## src/rtl/rn_pkg.sv

```systemverilog
package rn_pkg;
  localparam int RN_ARCH_REGS = 16;
  localparam int RN_PHYS_REGS = 48;
endpackage

```

## src/rtl/rn_free_list.sv

```systemverilog
// Circular queue of free physical registers. The read pointer can be
// saved at a branch and put back on a mispredict; the write pointer
// always keeps moving, so releases are never lost.
module rn_free_list #(
  parameter int DEPTH = 32,
  parameter int PW    = 6,
  parameter int BASE  = 16
) (
  input  logic          clk,
  input  logic          rst,
  input  logic          pop,
  input  logic          push,
  input  logic [PW-1:0] push_reg,
  input  logic          save,
  input  logic          restore,
  output logic [PW-1:0] head_reg,
  output logic          empty
);
  localparam int AW = $clog2(DEPTH);

  logic [PW-1:0] mem [DEPTH];
  logic [AW:0]   head_q, tail_q, saved_q;

  assign head_reg = mem[head_q[AW-1:0]];
  assign empty    = (head_q == tail_q);

  always_ff @(posedge clk) begin
    if (rst) begin
      head_q  <= '0;
      tail_q  <= (AW+1)'(DEPTH);
      saved_q <= '0;
    end else begin
      if (restore)   head_q <= saved_q;
      else if (pop)  head_q <= head_q + 1'b1;
      if (push)      tail_q <= tail_q + 1'b1;
      if (save)      saved_q <= pop ? head_q + 1'b1 : head_q;
    end
  end

  always_ff @(posedge clk) begin
    if (rst) begin
      for (int i = 0; i < DEPTH; i++) mem[i] <= PW'(BASE + i);
    end else if (push) begin
      mem[tail_q[AW-1:0]] <= push_reg;
    end
  end
endmodule

```

## src/rtl/rn_map_table.sv

```systemverilog
// Architectural-to-physical map held in flops so every entry can be
// read at once and the whole table replaced in one cycle.
module rn_map_table #(
  parameter int NUM_ARCH = 16,
  parameter int PW       = 6,
  parameter int AW       = 4
) (
  input  logic                          clk,
  input  logic                          rst,
  input  logic                          wr_en,
  input  logic [AW-1:0]                 wr_arch,
  input  logic [PW-1:0]                 wr_phys,
  input  logic                          restore,
  input  logic [NUM_ARCH-1:0][PW-1:0]   restore_img,
  output logic [NUM_ARCH-1:0][PW-1:0]   img
);
  logic [NUM_ARCH-1:0][PW-1:0] map_q;

  assign img = map_q;

  always_ff @(posedge clk) begin
    if (rst) begin
      for (int i = 0; i < NUM_ARCH; i++) map_q[i] <= PW'(i);
    end else if (restore) begin
      map_q <= restore_img;
    end else if (wr_en) begin
      map_q[wr_arch] <= wr_phys;
    end
  end
endmodule

```

## src/rtl/rn_checkpoint.sv

```systemverilog
// Single snapshot slot for the map table plus its live flag.
module rn_checkpoint #(
  parameter int NUM_ARCH = 16,
  parameter int PW       = 6
) (
  input  logic                        clk,
  input  logic                        rst,
  input  logic                        save,
  input  logic                        discard,
  input  logic [NUM_ARCH-1:0][PW-1:0] save_img,
  output logic [NUM_ARCH-1:0][PW-1:0] img,
  output logic                        live
);
  logic [NUM_ARCH-1:0][PW-1:0] img_q;
  logic                        live_q;

  assign img  = img_q;
  assign live = live_q;

  always_ff @(posedge clk) begin
    if (save) img_q <= save_img;
  end

  always_ff @(posedge clk) begin
    if (rst)          live_q <= 1'b0;
    else if (save)    live_q <= 1'b1;
    else if (discard) live_q <= 1'b0;
  end
endmodule

```

## src/rtl/rename_map.sv

```systemverilog
module rename_map
  import rn_pkg::*;
#(
  parameter int NUM_ARCH = RN_ARCH_REGS,
  parameter int NUM_PHYS = RN_PHYS_REGS,
  localparam int AW       = $clog2(NUM_ARCH),
  localparam int PW       = $clog2(NUM_PHYS),
  localparam int FL_DEPTH = NUM_PHYS - NUM_ARCH
) (
  input  logic          clk,
  input  logic          rst,
  input  logic          ren_valid,
  input  logic          ren_wr,
  input  logic          ren_branch,
  input  logic [AW-1:0] ren_dst,
  input  logic [AW-1:0] ren_src_a,
  input  logic [AW-1:0] ren_src_b,
  output logic          ren_stall,
  output logic          out_valid,
  output logic          out_has_dst,
  output logic [PW-1:0] out_src_a_p,
  output logic [PW-1:0] out_src_b_p,
  output logic [PW-1:0] out_dst_p,
  output logic [PW-1:0] out_prev_p,
  input  logic          resolve_valid,
  input  logic          resolve_wrong,
  input  logic          commit_valid,
  input  logic [PW-1:0] commit_free_p
);
  logic [NUM_ARCH-1:0][PW-1:0] map_img, ck_img, img_next;
  logic          ck_live, fl_empty;
  logic [PW-1:0] fl_head;
  logic          restore, discard, accept, acc_wr, acc_br;

  assign restore   = resolve_valid & resolve_wrong & ck_live;
  assign discard   = resolve_valid & ck_live;
  assign ren_stall = ren_valid & (restore | (ren_wr & fl_empty) | (ren_branch & ck_live));
  assign accept    = ren_valid & ~ren_stall;
  assign acc_wr    = accept & ren_wr;
  assign acc_br    = accept & ren_branch;

  // Snapshot taken after this cycle's own destination update.
  always_comb begin
    img_next = map_img;
    if (acc_wr) img_next[ren_dst] = fl_head;
  end

  rn_map_table #(.NUM_ARCH(NUM_ARCH), .PW(PW), .AW(AW)) u_map (
    .clk(clk), .rst(rst), .wr_en(acc_wr), .wr_arch(ren_dst), .wr_phys(fl_head),
    .restore(restore), .restore_img(ck_img), .img(map_img)
  );

  rn_free_list #(.DEPTH(FL_DEPTH), .PW(PW), .BASE(NUM_ARCH)) u_free (
    .clk(clk), .rst(rst), .pop(acc_wr), .push(commit_valid), .push_reg(commit_free_p),
    .save(acc_br), .restore(restore), .head_reg(fl_head), .empty(fl_empty)
  );

  rn_checkpoint #(.NUM_ARCH(NUM_ARCH), .PW(PW)) u_ckpt (
    .clk(clk), .rst(rst), .save(acc_br), .discard(discard),
    .save_img(img_next), .img(ck_img), .live(ck_live)
  );

  always_ff @(posedge clk) begin
    if (rst) begin
      out_valid   <= 1'b0;
      out_has_dst <= 1'b0;
      out_src_a_p <= '0;
      out_src_b_p <= '0;
      out_dst_p   <= '0;
      out_prev_p  <= '0;
    end else begin
      out_valid <= accept;
      if (accept) begin
        out_has_dst <= ren_wr;
        out_src_a_p <= map_img[ren_src_a];
        out_src_b_p <= map_img[ren_src_b];
        out_dst_p   <= ren_wr ? fl_head : '0;
        out_prev_p  <= ren_wr ? map_img[ren_dst] : '0;
      end
    end
  end
endmodule

```

## config.mk

```make
export PLATFORM = sky130hd
export DESIGN_NAME = rename_map
export DESIGN_NICKNAME = d
export VERILOG_FILES = /design/src/rtl/rn_pkg.sv /design/src/rtl/rn_free_list.sv /design/src/rtl/rn_map_table.sv /design/src/rtl/rn_checkpoint.sv /design/src/rtl/rename_map.sv
export SDC_FILE = /design/constraint.sdc
export NUM_CORES = 1
export LEC_CHECK = 0
export BUFFER_PORTS_ARGS = -buffer_cell sky130_fd_sc_hd__buf_2
export CAP_MARGIN = 10
export CORE_ASPECT_RATIO = 2
export CORE_MARGIN = 2
export CORE_UTILIZATION = 65
export CTS_CLUSTER_DIAMETER = 200
export DETAILED_ROUTE_END_ITERATION = 8
export PLACE_DENSITY = 0.9
export SYNTH_ARGS = -nofsm -noshare
export SYNTH_HDL_FRONTEND = slang
export SYNTH_SLANG_ARGS = --single-unit
```

## constraint.sdc

```tcl
create_clock -name clk -period 6.5 [get_ports clk]
set_input_delay 1.3 -clock clk [delete_from_list [all_inputs] [get_ports clk]]
set_output_delay 1.3 -clock clk [all_outputs]
set_load 0.02 [all_outputs]
```

; ---- After elaboration in Yosys (flattened, before gate mapping)
; Memories as Yosys holds them, arrays and structs flattened. A register that Yosys moved wholly into a read port is not among the register bits.
; Cells that the tools add are included.
[word_totals]
ram_bits = 192
n_memories = 1
latchBits = 0
register_bits = 237
mem_bits_ro = 0
output_inout_bits = 27
[classes]
n_mux = 26
bitwise = 12
n_reduce_logical = 3
div_mod_pow = 0
eq_ne = 1
multipliers = 0
n_lt_le_gt_ge = 4
add_sub_neg = 2
n_shift = 0
[memory_table]
columns = memory, depth, width, rd, rd_clocked_by_memory_dff, wr, line
row1 = u_free.mem, 32, 6, 1, 1, 32, rn_free_list.sv:21  ; logic [PW-1:0] mem [DEPTH];
[ops]
columns = operator, n
row1 = $mux 96, 2
row2 = $bwmux 96, 1
row3 = $bmux 6 s4, 3
row4 = $mux 6, 9
row5 = $demux 6 s4, 1
row6 = $lt 4x5->1 const B, 3
row7 = $add 6x1->6 const B, 2
row8 = $mux 5, 2
row9 = $and 1x1->1, 9
row10 = $mux 1, 8
row11 = $eq 6x6->1, 1
row12 = $reduce_or 6->1, 1
row13 = $ge 4x1->1 const B, 1
row14 = $or 1x1->1, 2
row15 = $reduce_bool 2->1, 1
row16 = $logic_and 1x1->1, 1
row17 = $not 1->1, 1

; ---- Logic depth before layout (Yosys ltp)
[depth]
ltp_word = 11
depth_mapped = 12
mapped_depth_nobuf = 7

; ---- Cells and area by module
; A second synthesis with hierarchy kept.
[hier_totals]
hier_cells = 1748
hier_area_um2 = 21996.1
[by_module_without_submodules]
columns = module, cells_per_inst, instances, seq_area_each_um2, area_each_um2
row1 = rn_free_list, 740, 1, 6125.9, 9850.7
row2 = rn_map_table, 512, 1, 1921.8, 4749.6
row3 = rename_map, 396, 1, 520.5, 4474.3
row4 = rn_checkpoint, 100, 1, 2902.8, 2921.6

; ---- Least setup slack after synthesis
; OpenSTA, ideal clock, no wires.
[synth_timing]
path_kind = input to register
startpoint = in resolve_valid
endpoint = reg u_ckpt.img_q (netlist bit u_ckpt.img[0]), enable pin
path_slack_ns = 2.875
n_path_buf = 0
stages = 5
setup_ns = 0.411
t_arrival_ns = 3.214
cell_sequence = a21oi_1 > nor2_1 > a211oi_2 > nand2_1 > inv_2
[synth_between]
elab_chain_cells = 8
[synth_rtl]
columns = item, line
row1 = from (decl), rename_map.sv:25  ; input logic resolve_valid,
row2 = $and 1x1->1 (2 in a row), rename_map.sv:35  ; assign restore = resolve_valid & resolve_wrong & ck_live;
row3 = $or 1x1->1 (2 in a row), rename_map.sv:37  ; assign ren_stall = ren_valid & (restore | (ren_wr & fl_empty) | (ren_branch & ck_live));
row4 = $and 1x1->1, rename_map.sv:37
row5 = $not 1->1, rename_map.sv:38  ; assign accept = ren_valid & ~ren_stall;
row6 = $and 1x1->1, rename_map.sv:38
row7 = $and 1x1->1, rename_map.sv:40  ; assign acc_br = accept & ren_branch;
row8 = named net acc_br, rename_map.sv:33  ; logic restore, discard, accept, acc_wr, acc_br;
row9 = to (signal assigned), rn_checkpoint.sv:21  ; if (save) img_q <= save_img;
row10 = to (decl), rn_checkpoint.sv:14  ; logic [NUM_ARCH-1:0][PW-1:0] img_q;
; The timed path passes the listed nets, and every way through them passes these cells.
; A chain may end at the register's enable or synchronous reset.

; ---- Worst setup path after layout
[layout_timing]
startpoint = reg u_free.head_q[0]
endpoint = out ren_stall
[layout_between]
elab_chain_cells = 5
[layout_rtl]
columns = item, line
row1 = from (decl), rn_free_list.sv:22  ; logic [AW:0] head_q, tail_q, saved_q;
row2 = from (signal assigned), rn_free_list.sv:33  ; if (restore) head_q <= saved_q;
row3 = from (signal assigned), rn_free_list.sv:34  ; else if (pop) head_q <= head_q + 1'b1;
row4 = $eq 6x6->1, rn_free_list.sv:25  ; assign empty = (head_q == tail_q);
row5 = $and 1x1->1, rename_map.sv:37
row6 = $or 1x1->1 (2 in a row), rename_map.sv:37
row7 = $and 1x1->1, rename_map.sv:37
row8 = to (decl), rename_map.sv:18  ; output logic ren_stall,
; No other way between the ends.

==> run_summary.xml <==
<?xml version="1.0" encoding="UTF-8"?>
<metrics>
  <group name="floorplan">
    <metric name="fp.dieW" unit="um">131</metric>
    <metric name="num_io_pins" unit="">53</metric>
    <metric name="fp.dieArea" unit="mm2">0.0337</metric>
    <metric name="initial_utilization" unit="%">66.3</metric>
    <metric name="core" unit="mm2">0.0315</metric>
    <metric name="num_rows" unit="">92</metric>
    <metric name="die_height" unit="um">258</metric>
  </group>
  <group name="logic_synthesis">
    <metric name="asyncSetResetFlopFracSynth" unit="%">0</metric>
    <metric name="postSynthRegisterBits" unit="">429</metric>
    <metric name="netlist_instances" unit="">1733</metric>
    <metric name="post_synth_instance_area" unit="mm2">0.0209</metric>
    <metric name="ys_warn_count" unit="">0</metric>
    <metric name="synth_edf_count" unit="">288</metric>
    <metric name="synth_ff_type" unit="">edfxtp_1</metric>
    <metric name="synth_sequential_area_ratio" unit="%">54.9</metric>
    <metric name="post_synth_num_cell_types" unit="">61</metric>
    <metric name="synth_net_count" unit="">1764</metric>
    <metric name="syn-mean-instance-area" unit="um2">12.1</metric>
  </group>
  <group name="grt">
    <metric name="antenna_found_initial" unit="">2</metric>
    <metric name="vias_in_the_first_global_route" unit="">15300</metric>
    <metric name="globalRouteTotalUtil" unit="%">34.7</metric>
    <metric name="grt_start_max_net_pins" unit="">91</metric>
    <metric name="grt_first_pass_wirelength" unit="um">86900</metric>
    <metric name="grt.overflow.total" unit="">0</metric>
  </group>
  <group name="drt">
    <metric name="vias" unit="">15000</metric>
    <metric name="first_pass_iters" unit="">6</metric>
    <metric name="drtIter0Drc" unit="">1943</metric>
    <metric name="number_of_routed_nets_with_antenna_violations" unit="">0</metric>
    <metric name="final_wl" unit="um">56800</metric>
    <metric name="remaining_drc_errors" unit="">0</metric>
    <metric name="vias_per_cell" unit="">7.01</metric>
    <metric name="post_drt_wl_per_cell" unit="um">26.6</metric>
  </group>
  <group name="placement">
    <metric name="place_hpwl" unit="um">37200</metric>
    <metric name="dp_worst_setup_slack" unit="ns">2.81</metric>
    <metric name="numPortBuffers" unit="">52</metric>
    <metric name="post_dp_cell_area" unit="mm2">0.0211</metric>
    <metric name="gp_congestion" unit="">1.00</metric>
  </group>
  <group name="sta">
    <metric name="finalHoldViolations" unit="">0</metric>
    <metric name="timing.slew.headroom" unit="%">18.2</metric>
    <metric name="final.setup.worst_slack" unit="ns">2.58</metric>
    <metric name="timing.final.setup_violations" unit="">0</metric>
    <metric name="finalSetupTns" unit="ns">0</metric>
    <metric name="clock.fmax" unit="MHz">255</metric>
    <metric name="layout_min_cycle_time" unit="ns">3.92</metric>
    <metric name="layout_worst_path_cycle_share" unit="%">60.3</metric>
    <metric name="grt_setup_unrepaired" unit="">false</metric>
    <metric name="clock-skew-final" unit="ns">0.0311</metric>
    <metric name="maxSlewViolCount" unit="">0</metric>
    <metric name="timing_worst_slew_pin_value" unit="ns">1.23</metric>
  </group>
  <group name="clock_network">
    <metric name="clk_root_buffer_cell" unit="">clkbuf_16</metric>
    <metric name="cts-htree-levels" unit="">2</metric>
    <metric name="cts_tree" unit="">yes</metric>
    <metric name="cts_sinks" unit="">429</metric>
    <metric name="post_cts.resized_instances" unit="">0</metric>
    <metric name="worst_setup_hold_path_clk_slew" unit="ns">0.07</metric>
    <metric name="cts.path.max_buffers" unit="">3</metric>
    <metric name="post_cts_buffers" unit="">0</metric>
    <metric name="tritoncts.num_buffers" unit="">37</metric>
    <metric name="worstSkewPairLatency" unit="ns">0.56</metric>
    <metric name="holdBufCountCts" unit="">0</metric>
  </group>
  <group name="run">
    <metric name="cap_violations" unit="">0</metric>
  </group>
  <group name="layout">
    <metric name="finalNetCount" unit="">1716</metric>
    <metric name="count_of_fill_cells_added_during_filler_insertion" unit="">2107</metric>
    <metric name="layout.cells.most_common_list" unit="">288 x edfxtp_1, 207 x nand2_1, 174 x nor2_1</metric>
    <metric name="mostFrequentLayoutCell" unit="">edfxtp_1</metric>
    <metric name="antenna_cells" unit="">0</metric>
    <metric name="post_route_cells_drive_above_1_share" unit="%">19.1</metric>
    <metric name="final_core_util" unit="%">70.9</metric>
    <metric name="fin_area" unit="mm2">0.0224</metric>
    <metric name="area.growth.synth_to_final" unit="%">7.02</metric>
  </group>
  <group name="critical_path">
    <metric name="worst_r2r_startpoint" unit="">u_free.head_q[0]</metric>
    <metric name="setup.worst_path.start_class" unit="">register</metric>
    <metric name="critical_path_arrival" unit="ns">2.62</metric>
    <metric name="worst_r2r_path_depth" unit="">7</metric>
    <metric name="crit_path_max_fanout" unit="">39</metric>
    <metric name="register_to_register_path_setup_slack" unit="ns">2.65</metric>
    <metric name="timing_worst_setup_path_type" unit="">reg2out</metric>
    <metric name="timing.critical_path.to_type" unit="">primary output</metric>
    <metric name="capture_instance_of_the_worst_register_to_register_path" unit="">u_ckpt.img[36]</metric>
    <metric name="cp.required" unit="ns">5.20</metric>
  </group>
  <group name="hold_path">
    <metric name="min_path_cells" unit="">2</metric>
    <metric name="timing.hold.worst.start" unit="">out_src_b_p[1]</metric>
    <metric name="hold_path_end" unit="">out_src_b_p[1]</metric>
    <metric name="hold_path_class" unit="">reg2reg</metric>
  </group>
  <group name="pwr">
    <metric name="pwr_density_cell" unit="mW/mm2">262</metric>
    <metric name="vdd_ir_drop_max" unit="mV">0.217</metric>
    <metric name="power_leakage" unit="nW">7.39</metric>
  </group>
  <group name="outcome">
    <metric name="status" unit="">completed</metric>
  </group>
</metrics>
[how the worst max path moves through the flow]
stage | start | end | slack, ns | cells after the start
2_1_floorplan | resolve_valid | u_ckpt.img[0] | 2.88 | 5
3_3_place_gp | resolve_valid | u_map.img[77] | 2.85 | 8
3_5_place_dp | ren_wr | u_map.img[35] | 2.81 | 7
4_1_cts | u_free.head_q[0] | ren_stall | 2.60 | 5
5_1_grt | u_free.head_q[0] | ren_stall | 2.37 | 5
6_report | u_free.head_q[0] | ren_stall | 2.58 | 5
[layout make-up]
cell class                      instances  area (um2)  share of cell area [%]
Inverter                                9        36.3                   0.162
Clock buffer                           52        1120                    4.99
Sequential cell                       429       11500                    51.3
Tap cell                              423         529                    2.37
Multi-Input combinational cell       1133        8660                    38.7
Timing Repair Buffer                   75         443                    1.98
Clock inverter                         16         111                   0.498
[logic make-up (layout without fill, tap and decap cells)]
group / after synthesis / in the layout / share of synthesized area [%]
buf+inv: 171 / 152 / 3.76
xor+xnor: 16 / 16 / 0.671
compound gates: 210 / 210 / 7.61
flops: 429 / 429 / 54.9
mux: 181 / 181 / 16.3
simple gates: 721 / 721 / 16.5
fa+ha+maj: 5 / 5 / 0.299
[power by group]
part           internal, mW  switching (mW)  total, mW
clock network          1.24            1.01       2.26
registers              2.98          0.0608       3.05
logic                 0.196           0.361      0.557
total                  4.43            1.44       5.86
[through the flow]
stage | total power [mW] | hold WS (ns) | instances
2_1_floorplan | 3.48 | 0.469 | 1733
3_3_place_gp | 3.62 | 0.436 | 2068
3_5_place_dp | 3.64 | 0.446 | 2068
4_1_cts | 5.85 | 0.458 | 2136
5_1_grt | 6.01 | 0.483 | 2137
6_report | 5.86 | 0.452 | 2137
[routing by layer]
metal,share of wire [%],track usage [%],wire length (um),up-vias
li1,-,-,-,6396
met1,30,36.0,16900,7216
met2,51,57.2,28800,1009
met3,8.7,8.22,4930,363
met4,11,30.6,6140,4
met5,0.049,0,28,-
[critical path: stages (launching register included)]
cell and delay (ns):
dfxtp_4 0.90, xor2_1 0.16, nor3_1 0.54, a21oi_1 0.16
nor2_1 0.12, buf_2 0.17
[cells in the mapped netlist (all sizes together), types with 12 or more instances]
library cell	n	area, um2
a311oi	40	357
mux2i	32	320
o21a	25	188
o21ai	34	174
clkbuf	114	433
nand2b	27	169
nor3	122	611
or3	58	368
edfxtp	288	8650
a21oi	22	110
buf	48	319
nand2	207	777
a221oi	32	280
or2	47	294
mux4	123	2790
and2	53	332
a211oi	12	95.1
nor2	174	653
mux2	26	293
dfxtp	141	2820
[sequential cells by signal, indices dropped and copies added, names as in the netlist, 6 cells and up]
name            count
u_map.img          96
out_src_b_p         6
out_src_a_p         6
u_ckpt.img         96
u_free.saved_q      6
u_free.mem        192
out_dst_p           6
u_free.head_q       6
u_free.tail_q       6
out_prev_p          6
(Power assumes the default switching activity.)
